## config.mk

```make
export PLATFORM = sky130hd
export DESIGN_NAME = partial_word_xfer
export DESIGN_NICKNAME = d
export VERILOG_FILES = /design/src/rtl/swx_pkg.sv /design/src/rtl/swx_capture.sv /design/src/rtl/swx_merge.sv /design/src/rtl/swx_ctrl.sv /design/src/rtl/partial_word_xfer.sv
export SDC_FILE = /design/constraint.sdc
export NUM_CORES = 1
export LEC_CHECK = 0
export BUFFER_PORTS_ARGS = -buffer_cell sky130_fd_sc_hd__clkbuf_2
export CORE_MARGIN = 8
export CORE_UTILIZATION = 40
export DETAILED_ROUTE_END_ITERATION = 7
export GPL_TIMING_DRIVEN = 0
export PLACE_DENSITY_LB_ADDON = 0.05
export RECOVER_POWER = 100
export SYNTH_ARGS = -nofsm -noshare
export SYNTH_HDL_FRONTEND = slang
export SYNTH_SLANG_ARGS = --single-unit
```

## constraint.sdc

```tcl
create_clock -name clk_i -period 5 [get_ports clk_i]
set_input_delay 1.25 -clock clk_i [delete_from_list [all_inputs] [get_ports clk_i]]
set_output_delay 1.25 -clock clk_i [all_outputs]
set_load 0.05 [all_outputs]
```

## src/rtl/swx_pkg.sv

```systemverilog
package swx_pkg;
  localparam int unsigned WORD_W  = 32;
  localparam int unsigned LANES   = WORD_W / 8;
  localparam int unsigned OFS_W   = $clog2(LANES);
  localparam int unsigned SH_W    = $clog2(WORD_W);
  localparam int unsigned RIDX_W  = 5;

  typedef enum logic [1:0] {
    XF_LD_LEFT  = 2'b00,
    XF_LD_RIGHT = 2'b01,
    XF_ST_LEFT  = 2'b10,
    XF_ST_RIGHT = 2'b11
  } xfer_op_e;

  typedef enum logic [1:0] {
    SEQ_IDLE = 2'd0,
    SEQ_RD   = 2'd1,
    SEQ_WR   = 2'd2,
    SEQ_FIN  = 2'd3
  } seq_state_e;

  typedef struct packed {
    xfer_op_e              op;
    logic [OFS_W-1:0]      ofs;
    logic [WORD_W-1:0]     rval;
    logic [RIDX_W-1:0]     dst;
  } xfer_cmd_t;

  function automatic logic op_is_store(xfer_op_e op);
    return op[1];
  endfunction
endpackage

```

## src/rtl/swx_capture.sv

```systemverilog
module swx_capture
  import swx_pkg::*;
#(
  parameter int unsigned AW = 32
) (
  input  logic                 clk_i,
  input  logic                 rst_ni,
  input  logic                 load_i,
  input  xfer_op_e             op_i,
  input  logic [AW-1:0]        addr_i,
  input  logic [WORD_W-1:0]    rval_i,
  input  logic [RIDX_W-1:0]    dst_i,
  output xfer_cmd_t            cmd_o,
  output logic [AW-1:0]        waddr_o
);
  xfer_cmd_t         cmd_q;
  logic [AW-OFS_W-1:0] wa_q;

  always_ff @(posedge clk_i or negedge rst_ni) begin
    if (!rst_ni) begin
      cmd_q <= '0;
      wa_q  <= '0;
    end else if (load_i) begin
      cmd_q.op   <= op_i;
      cmd_q.ofs  <= addr_i[OFS_W-1:0];
      cmd_q.rval <= rval_i;
      cmd_q.dst  <= dst_i;
      wa_q       <= addr_i[AW-1:OFS_W];
    end
  end

  assign cmd_o   = cmd_q;
  assign waddr_o = {wa_q, {OFS_W{1'b0}}};
endmodule

```

## src/rtl/swx_merge.sv

```systemverilog
module swx_merge
  import swx_pkg::*;
(
  input  xfer_op_e          op_i,
  input  logic [OFS_W-1:0]  ofs_i,
  input  logic [WORD_W-1:0] rval_i,
  input  logic [WORD_W-1:0] mval_i,
  output logic [WORD_W-1:0] merged_o
);
  localparam logic [SH_W-1:0] TOP_SH = SH_W'(WORD_W - 8);
  localparam logic [WORD_W-1:0] ONES = '1;

  logic [SH_W-1:0] sh, sh_inv;
  logic [WORD_W-1:0] keep_mask, data_part;

  assign sh     = SH_W'({ofs_i, 3'b000});
  assign sh_inv = TOP_SH - sh;

  always_comb begin
    unique case (op_i)
      XF_LD_LEFT: begin
        data_part = mval_i << sh_inv;
        keep_mask = (ONES >> 8) >> sh;
      end
      XF_LD_RIGHT: begin
        data_part = mval_i >> sh;
        keep_mask = ~(ONES >> sh);
      end
      XF_ST_LEFT: begin
        data_part = rval_i >> sh_inv;
        keep_mask = ~(ONES >> sh_inv);
      end
      default: begin
        data_part = rval_i << sh;
        keep_mask = ~(ONES << sh);
      end
    endcase
  end

  // loads keep register bytes, stores keep memory bytes
  assign merged_o = data_part |
                    ((op_is_store(op_i) ? mval_i : rval_i) & keep_mask);
endmodule

```

## src/rtl/swx_ctrl.sv

```systemverilog
module swx_ctrl
  import swx_pkg::*;
(
  input  logic       clk_i,
  input  logic       rst_ni,
  input  logic       start_i,
  input  logic       is_store_i,
  input  logic       ack_i,
  output seq_state_e state_o,
  output logic       accept_o,
  output logic       rd_take_o
);
  seq_state_e st_q, st_d;

  assign accept_o  = (st_q == SEQ_IDLE) && start_i;
  assign rd_take_o = (st_q == SEQ_RD) && ack_i;

  always_comb begin
    st_d = st_q;
    unique case (st_q)
      SEQ_IDLE: if (start_i) st_d = SEQ_RD;
      SEQ_RD:   if (ack_i)   st_d = is_store_i ? SEQ_WR : SEQ_FIN;
      SEQ_WR:   if (ack_i)   st_d = SEQ_FIN;
      default:               st_d = SEQ_IDLE;
    endcase
  end

  always_ff @(posedge clk_i or negedge rst_ni) begin
    if (!rst_ni) st_q <= SEQ_IDLE;
    else         st_q <= st_d;
  end

  assign state_o = st_q;
endmodule

```

## src/rtl/partial_word_xfer.sv

```systemverilog
module partial_word_xfer
  import swx_pkg::*;
#(
  parameter int unsigned AW = 32
) (
  input  logic              clk_i,
  input  logic              rst_ni,
  input  logic              start_i,
  input  logic [1:0]        op_i,
  input  logic [AW-1:0]     addr_i,
  input  logic [31:0]       reg_val_i,
  input  logic [4:0]        dst_idx_i,
  output logic              busy_o,
  output logic              done_o,
  output logic [31:0]       result_o,
  output logic              wb_en_o,
  output logic              mem_req_o,
  output logic              mem_we_o,
  output logic [AW-1:0]     mem_addr_o,
  output logic [31:0]       mem_wdata_o,
  input  logic              mem_ack_i,
  input  logic [31:0]       mem_rdata_i
);
  seq_state_e        state;
  logic              accept, rd_take;
  xfer_cmd_t         cmd;
  logic [AW-1:0]     waddr;
  logic [WORD_W-1:0] merged, data_q;

  swx_capture #(.AW(AW)) u_cap (
    .clk_i   (clk_i),
    .rst_ni  (rst_ni),
    .load_i  (accept),
    .op_i    (xfer_op_e'(op_i)),
    .addr_i  (addr_i),
    .rval_i  (reg_val_i),
    .dst_i   (dst_idx_i),
    .cmd_o   (cmd),
    .waddr_o (waddr)
  );

  swx_ctrl u_ctrl (
    .clk_i      (clk_i),
    .rst_ni     (rst_ni),
    .start_i    (start_i),
    .is_store_i (op_is_store(cmd.op)),
    .ack_i      (mem_ack_i),
    .state_o    (state),
    .accept_o   (accept),
    .rd_take_o  (rd_take)
  );

  swx_merge u_merge (
    .op_i     (cmd.op),
    .ofs_i    (cmd.ofs),
    .rval_i   (cmd.rval),
    .mval_i   (mem_rdata_i),
    .merged_o (merged)
  );

  always_ff @(posedge clk_i or negedge rst_ni) begin
    if (!rst_ni)      data_q <= '0;
    else if (rd_take) data_q <= merged;
  end

  assign busy_o      = (state != SEQ_IDLE);
  assign done_o      = (state == SEQ_FIN);
  assign wb_en_o     = done_o && !op_is_store(cmd.op) && (cmd.dst != '0);
  assign mem_req_o   = (state == SEQ_RD) || (state == SEQ_WR);
  assign mem_we_o    = (state == SEQ_WR);
  assign mem_addr_o  = waddr;
  assign mem_wdata_o = data_q;
  assign result_o    = data_q;
endmodule

```

**Word-level counts from Yosys, hierarchy flattened**

Index checks and enable logic that the tools add are counted.

- Add/sub/neg operators: 1
- Equal/unequal tests: 8
- Shifts and indexed selects: 8
- Mux-type cells: 8
- Bitwise logic cells: 5
- Reduce and logical (&&, ||, !) cells: 11

Operators with widths:

| cell | number |
|---|---|
| $pmux W32 S3 | 2 |
| $not A32 Y32 | 3 |
| $shl A32 B5 Y32 | 2 |
| $shr A32 B5 Y32 | 2 |
| $shr A32 B5 Y32 const A | 2 |
| $and A32 B32 Y32 | 1 |
| $mux W32 | 1 |
| $or A32 B32 Y32 | 1 |
| $shl A32 B5 Y32 const A | 1 |
| $shr A24 B5 Y32 const A | 1 |
| $eq A2 B2 Y1 const B | 3 |
| $mux W2 | 3 |
| $pmux W2 S3 | 1 |
| $reduce_bool A5 Y1 | 1 |
| $sub A5 B5 Y5 const A | 1 |
| $eq A2 B1 Y1 const B | 2 |
| $logic_and A1 B1 Y1 | 4 |
| $logic_not A2 Y1 | 2 |
| $ne A2 B2 Y1 const B | 2 |
| $reduce_and A3 Y1 | 1 |
| $ne A2 B1 Y1 const B | 1 |
| $reduce_bool A2 Y1 | 1 |
| $logic_not A1 Y1 | 1 |
| $logic_or A1 B1 Y1 | 1 |
| $mux W1 | 1 |

- Register bits: 105
- Input bits: 107
- Output and inout port bits: 101
- Logic and storage cells: 48

**Longest topological paths before layout**

Gate-level depths: netlist (run 1).

- Depth in word-level cells: 6
- Depth in mapped cells: 8
- Gate-level depth less buffers: 6

**Cells and area by module**

A second synthesis (run 1) with hierarchy kept.

- Cell total of the unflattened synthesis: 606
- Area, all modules: 7282.0 sq um

Modules (own cells, without submodules):

| module | times used | cells each | area an instance (sq um) | sequential area each (sq um) |
|---|---|---|---|---|
| swx_capture | 1 | 153 | 3009.1 | 1776.7 |
| swx_merge | 1 | 325 | 2436.1 | 0.0 |
| partial_word_xfer | 1 | 110 | 1654.1 | 800.8 |
| swx_ctrl | 1 | 18 | 182.7 | 50.0 |

**Worst setup path before layout (run 1)**

No wires, ideal clock.

- Path kind: reg2out
- Start point: register u_ctrl.st_q[0], in the netlist u_ctrl.state_o[0]
- End point: output port wb_en_o
- Data arrival time: 1444 ps
- Data required time: 3750 ps
- Slack: 2306 ps
- Cell stages (with the launch flop): 3
- Buffers on the path: 0
- Cell sequence: dfrtp_1 > ha_1 > o311a_1

- Cells in the longest elaborated chain, start to end: 3

Ends and longest elaborated chain:

| item | line | source |
|---|---|---|
| start: declaration | swx_ctrl.sv:13 | `seq_state_e st_q, st_d;` |
| start signal: assignment | swx_ctrl.sv:30 | `else st_q <= st_d;` |
| $eq A2 B2 Y1 | partial_word_xfer.sv:67 | `assign done_o = (state == SEQ_FIN);` |
| named net done_o | partial_word_xfer.sv:14 | `output logic done_o,` |
| $logic_and A1 B1 Y1 (2 in a row) | partial_word_xfer.sv:68 | `assign wb_en_o = done_o && !op_is_store(cmd.op) && (cmd.dst != '0);` |
| end: declaration | partial_word_xfer.sv:16 | `output logic wb_en_o,` |

The timed path passes the listed nets, and every way through them passes these cells.

**Worst setup path in the final report (run 1)**

- Start point: register u_cap.cmd_q, in the netlist u_cap.cmd_o[40]
- End point: output port wb_en_o

- Cells in the longest elaborated chain, start to end: 3

Ends and longest elaborated chain:

| item | line | source |
|---|---|---|
| start: declaration | swx_capture.sv:16 | `xfer_cmd_t cmd_q;` |
| $logic_not A1 Y1 | partial_word_xfer.sv:68 |  |
| $logic_and A1 B1 Y1 (2 in a row) | partial_word_xfer.sv:68 |  |

Every way passes these cells.

==> results.yml, run 1 <==
critical_path:
  endpoint_kind: "output pin"
  cp_slowest_stage_delay_ns: 0.69
  worstSetupPathType: "flop to output pin"
  crit_path_cell_trace: "clkbuf_1 -> inv_1 -> clkbuf_1 -> o311a_1 -> clkbuf_1"
  arrival_ns: 2.87
  slowest_stage: "sky130_fd_sc_hd__clkbuf_1"
  category_of_the_worst_setup_path_launch_point: "flop"
  critical_path.max_fanout: 10
  critPathMostFrequentCell: "sky130_fd_sc_hd__clkbuf_1"
  critical_path_required_ns: 3.75
clock_network:
  post-cts-setup-buffers: 0
  post_cts_hold_buffer_count: 0
  clock_tree.root_cell: "sky130_fd_sc_hd__clkbuf_16"
  ctsResizeCount: 0
  clock_sinks: 105
  clk_pin_slew_ns: 0.07
  h_tree_levels: 3
  clock_tree_from_tritoncts: "done"
  clock_latency_ns: 0.38
  clk_path_buf_depth: 2
  cts_made_buffers: 9
floorplanning:
  chipHeight_um: 150
  placementRows: 49
  core_area_um2: 17800
  initial_core_util: 0.406
  floorplan.die_area_um2: 22600
  die_x_um: 150
  pin_count: 208
routing:
  detailroute.via_count: 7164
  antenna_left: 0
  firstDrtPassIters: 6
  drt_iter0_markers: 846
  post-route-drc-count: 0
  avgRoutedWirePerCell_um: 25.3
  postRouteWirelength_um: 30000
  post_detailed_route_via_to_cell_ratio: 6.04
synthesis:
  syn-cell-area_um2: 7240
  post_synth_inst_count: 736
  synth_async_sr_flop_share: 1.00
  postSynthRegisterBits: 105
  synthesis.area_per_instance_um2: 9.83
  synth_seq_area_share: 0.363
  synth_cell_types: 58
  ys.flop_type: "sky130_fd_sc_hd__dfrtp_1"
  synth_warnings: 0
  synth_enable_flop_cells: 0
finish:
  nFillCells: 1796
  post_route_cells_drive_above_1_share: 0.297
  final_common_cell: "sky130_fd_sc_hd__clkbuf_1"
  n_antenna_cell: 0
  num-nets-final: 1065
  postLayoutCoreUtil: 0.487
  area_delta_synth_final_pct: 20.2
  layout.cells.most_common_list: "126 x sky130_fd_sc_hd__clkbuf_1, 105 x sky130_fd_sc_hd__clkbuf_2, 105 x sky130_fd_sc_hd__dfrtp_1"
global_route:
  grt_max_degree: 106
  grt_pass1_wl_um: 45100
  gr-total-overflow: 0
  grt_usage: 0.265
  grt_pass1_vias: 7293
  number_of_antenna_violations_at_the_first_check_in_global_routing: 0
place:
  dp_slack_ns: 1.86
  dp_hpwl_um: 21300
  globalplace.congestion: 0.986
  port_buffers: 205
timing:
  timing.setup.tns_ns: 0
  skew_ns: 0.0193
  maxClockFrequency_mhz: 243
  timing.slew.headroom: -0.728
  finalCriticalPeriod_ns: 4.12
  post_route_fraction_of_the_period_consumed_by_the_critical_path: 0.823
  timing.hold.ws_ns: 0.504
  drv_slew: 106
  worstMarginPinSlew_ns: 2.59
  finalSetupViolations: 0
  rsz0062_at_grt: "no"
  final.setup.worst_slack_ns: 0.884
  hold_viol: 0
outcome:
  failed_checks: "capacitance limit, slew limit"
  result_of_the_run: "complete, but fails checks"
min_path:
  holdCritPathClass: "flop to flop"
run:
  max-cap-violations: 1
==> layer usage <==
layer,vias up,share of wire,track usage
met5,-,0,0
met4,0,0.043,0.129
met3,91,0.11,0.0604
met2,506,0.43,0.395
met1,3419,0.41,0.356
li1,3148,-,-
==> worst max-delay path: cells and delay by family, from the launching register on <==
family                 cells  cell delay (ns)
AOI/OAI and AO/OA          1             0.28
DFF                        1             0.36
buffers and inverters      4             1.85
==> layout make-up <==
type | count | area (um^2) | share of cell area
clock inverter | 5 | 46.3 | 0.00532
timing repair buffer | 205 | 901 | 0.104
buffer | 98 | 603 | 0.0693
inverter | 6 | 22.5 | 0.00259
tap | 229 | 287 | 0.0329
clock buffer | 10 | 239 | 0.0275
multi-input combinational | 528 | 3970 | 0.457
sequential | 105 | 2630 | 0.302
==> flip-flops by register name (all words and copies together) (netlist names) <==
name            count
u_ctrl.state_o      2
mem_wdata_o        32
u_cap.wa_q         30
u_cap.cmd_o        41
==> stage by stage <==
stage	cells	instance area, um^2
after floorplan	737	7240
after global placement	1171	8550
after detailed placement	1171	8560
after CTS	1186	8850
after global routing	1186	8700
final	1186	8700
==> logic make-up (layout without fill, tap and decap cells) <==
family / count (synthesis) / count (layout) / synth area share
DFF: 105 / 105 / 0.363
other: 1 / 2 / 0.000518
muxes: 159 / 159 / 0.250
adders and majority gates: 5 / 5 / 0.00865
AOI/OAI and AO/OA: 214 / 214 / 0.199
buffers and inverters: 104 / 324 / 0.0877
and+or+nand+nor: 148 / 148 / 0.0916
==> final timing paths <==
path | start | to | slack (ns) | cells after the start
max | u_cap.cmd_o[40] | wb_en_o | 0.88 | 5
min | u_cap.cmd_o[3] | u_cap.cmd_o[3] | 0.50 | 1
max reg2reg | u_cap.cmd_o[40] | mem_wdata_o[17] | 1.89 | 7
min reg2reg | u_cap.cmd_o[3] | u_cap.cmd_o[3] | 0.50 | 1
max in group asynchronous | rst_ni | u_ctrl.state_o[1] | 1.79 | 1
min in group asynchronous | rst_ni | mem_wdata_o[23] | 1.67 | 1
==> synthesized netlist by cell type, drive strengths merged, types with 8 or more instances <==
library cell  instances  area, um^2
o21ai                38         190
mux2                 82         923
o221ai               12         105
a22oi                26         195
nand2                62         235
mux2i                68         681
a31oi                 8        50.1
o22ai                33         206
a21oi                49         245
nor2                 50         190
clkbuf               19        71.3
o32a                 16         160
buf                  79         541
mux4                  9         203
dfrtp               105        2630
Power of run 1 is left out: the tool's default activity adds up to more than one toggle a clock period on the data nets, which glitch-free logic cannot reach.
==> run 2, diff against run 1 <==
--- a/config.mk
+++ b/config.mk
@@ -5,6 +5,7 @@
 export SDC_FILE = /design/constraint.sdc
 export NUM_CORES = 1
 export LEC_CHECK = 0
+export ABC_AREA = 1
 export BUFFER_PORTS_ARGS = -buffer_cell sky130_fd_sc_hd__clkbuf_2
 export CORE_MARGIN = 8
 export CORE_UTILIZATION = 40
==> constraint.sdc (replaced) <==
create_clock -name clk_i -period 3.8 [get_ports clk_i]
set_input_delay 0.95 -clock clk_i [delete_from_list [all_inputs] [get_ports clk_i]]
set_output_delay 0.95 -clock clk_i [all_outputs]
set_load 0.05 [all_outputs]
==> run 2 against run 1 <==
Effect of this change:
- utilization rose by 0.20 points
- wire length rose by 6.3%
- non-clock buffer count fell by 1
- synthesized cell count rose by 51%
- largest cell class unchanged
- the flow now finishes without violations
- via count rose by 16%
- worst setup slack improved by 0.11 ns
- die area rose by 1.1%
==> results.yml, run 2 <==
outcome:
  result_of_the_run: "complete, no violations"
critical_path:
  critical_path_required_ns: 2.85
  critical_path.max_fanout: 10
  cp_slowest_stage_delay_ns: 0.47
  crit_path_cell_trace: "buf_6 -> buf_4 -> inv_2 -> nand3_1 -> inv_1 -> clkbuf_1"
  worstSetupPathType: "flop to output pin"
  category_of_the_worst_setup_path_launch_point: "flop"
  arrival_ns: 1.85
  slowest_stage: "sky130_fd_sc_hd__clkbuf_1"
  endpoint_kind: "output pin"
power:
  cellPowerDensity_nw_per_um2: 1110
  leakagePower_nw: 4.61
  vdd.ir_drop.worst_v: 0.000577
synthesis:
  synth.most_common_cell: "sky130_fd_sc_hd__nand2_1"
  synthesis.area_per_instance_um2: 6.57
  synth-xor-area-share: 0.00222
  synth_top_cell_area_share: 0.359
  synth.largest_area_cell: "sky130_fd_sc_hd__dfrtp_1"
  synth_warnings: 0
  ys.flop_type: "sky130_fd_sc_hd__dfrtp_1"
  synth_cell_types: 25
  synth_area_leaders: "sky130_fd_sc_hd__dfrtp_1 36%, sky130_fd_sc_hd__nand2_1 17%, sky130_fd_sc_hd__nand3_1 13%"
  adder_and_majority_cell_fraction_of_the_synthesized_area: 0.00854
  synth_area_in_compound_gates: 0.0594
  post_synth_inst_count: 1115
  synth_enable_flop_cells: 0
  synth_async_sr_flop_share: 1.00
  syn-cell-area_um2: 7330
  postSynthRegisterBits: 105
  synth_seq_area_share: 0.359
  ys_top_cells_by_count: "340 x sky130_fd_sc_hd__nand2_1, 194 x sky130_fd_sc_hd__nand3_1, 159 x sky130_fd_sc_hd__nor2_1, 105 x sky130_fd_sc_hd__dfrtp_1, 77 x sky130_fd_sc_hd__inv_1"
  main_combinational_cell_family_by_area_after_synthesis: "simple AND/OR/NAND/NOR gates"
  synth_mux_area_frac: 0.0569
  synth-simple-area-share: 0.395
floorplanning:
  placementRows: 49
  initial_core_util: 0.408
  pin_count: 208
  die_x_um: 151
  core_area_um2: 18000
  chipHeight_um: 151
  floorplan.die_area_um2: 22900
timing:
  drv_slew: 0
  rsz0062_at_grt: "no"
  timing.slew.headroom: 0.378
  timing.hold.ws_ns: 0.505
  final.setup.worst_slack_ns: 0.996
  maxClockFrequency_mhz: 357
  worstMarginPinSlew_ns: 0.932
  finalCriticalPeriod_ns: 2.80
  timing.setup.tns_ns: 0
  post_route_fraction_of_the_period_consumed_by_the_critical_path: 0.738
  skew_ns: 0.0174
  finalSetupViolations: 0
  hold_viol: 0
routing:
  postRouteWirelength_um: 31900
  avgRoutedWirePerCell_um: 20.4
  antenna_left: 0
  detailroute.via_count: 8294
  post-route-drc-count: 0
  post_detailed_route_via_to_cell_ratio: 5.30
  firstDrtPassIters: 6
  drt_iter0_markers: 1015
finish:
  num-nets-final: 1444
  final_common_cell: "sky130_fd_sc_hd__nand2_1"
  area_delta_synth_final_pct: 20.0
  layout.cells.non_filler: 1566
  layout.cells.most_common_list: "341 x sky130_fd_sc_hd__nand2_1, 194 x sky130_fd_sc_hd__nand3_1, 159 x sky130_fd_sc_hd__nor2_1"
  n_antenna_cell: 0
  largest_register_ffs: 41
  post_route_cells_drive_above_1_share: 0.173
clock_network:
  clk_pin_slew_ns: 0.08
  post_cts_hold_buffer_count: 0
  clock_tree_from_tritoncts: "done"
  cts_made_buffers: 9
  clock_tree.root_cell: "sky130_fd_sc_hd__clkbuf_16"
  h_tree_levels: 3
  clock_sinks: 105
  ctsResizeCount: 0
  clock_latency_ns: 0.37
  clk_path_buf_depth: 2
  post-cts-setup-buffers: 0
place:
  globalplace.congestion: 1.04
  port_buffers: 205
  dp_hpwl_um: 25500
  placedCellCount: 1550
  dp_slack_ns: 1.25
global_route:
  number_of_antenna_violations_at_the_first_check_in_global_routing: 0
  grt_max_degree: 106
  grt_usage: 0.280
  gr-total-overflow: 0
  grt_pass1_wl_um: 47700
  grt_pass1_vias: 8017
run:
  max-cap-violations: 0
min_path:
  holdCritPathClass: "flop to flop"
==> run 2: critical path, delay by kind of cell (launching register included) <==
family | cells | cell delay, ns
AND/OR/NAND/NOR | 1 | 0.10
flip-flops | 1 | 0.38
buffers and inverters | 5 | 1.03
==> run 2: cell families (layout without fill, tap and decap cells) <==
kind of cell	after synthesis	count (layout)
AOI/OAI and AO/OA	87	87
xor gates and xnor gates	1	1
adders and majority gates	5	5
buffers and inverters	180	401
DFF	105	105
muxes	37	37
other	1	2
and+or+nand+nor	699	699
==> run 2: power breakdown <==
group / internal, mW / leakage, nW / switching [mW]
clock network: 0.464 / 0.141 / 0.511
registers: 1.67 / 1.18 / 0.450
logic: 1.66 / 3.29 / 5.02
total: 3.79 / 4.61 / 5.98
==> run 2: area by class of cell <==
class                   count  area [um^2]
clock buffers              10          229
fillers                  1994         9170
inverters                  83          313
multi-input cells         831         3830
plain buffers              97          539
clock inverters             6         57.6
flip-flops and latches    105         2630
well taps                 229          287
repair buffers            205          911
==> run 2: metal layers <==
| layer | GRT usage | vias up | wire length, um |
|---|---|---|---|
| li1 | - | 3942 | - |
| met1 | 0.372 | 3798 | 13300 |
| met2 | 0.422 | 482 | 13700 |
| met3 | 0.0702 | 72 | 3550 |
| met4 | 0.127 | 0 | 1400 |
| met5 | 0 | - | 0 |
==> run 2: final timing paths <==
path	startpoint	to	slack [ns]	cells after the start
max	u_cap.cmd_o[40]	wb_en_o	1.0	6
min	u_cap.wa_q[6]	u_cap.wa_q[6]	0.51	1
max reg2reg	u_cap.cmd_o[38]	mem_wdata_o[8]	1.09	8
min reg2reg	u_cap.wa_q[6]	u_cap.wa_q[6]	0.51	1
max in group asynchronous	rst_ni	u_cap.cmd_o[17]	2.46	1
min in group asynchronous	rst_ni	mem_wdata_o[3]	0.58	1
==> run 2: metrics by stage <==
| stage | util | total power, mW | area [um^2] |
|---|---|---|---|
| after global placement | 0.481 | 8.88 | 8640 |
| final | 0.489 | 9.77 | 8790 |
| after floorplan | - | 6.93 | 7330 |
| after detailed placement | 0.482 | 8.91 | 8650 |
| after global routing | 0.489 | 10.4 | 8790 |
| after CTS | 0.498 | 9.90 | 8940 |
(Power assumes the default switching activity.)
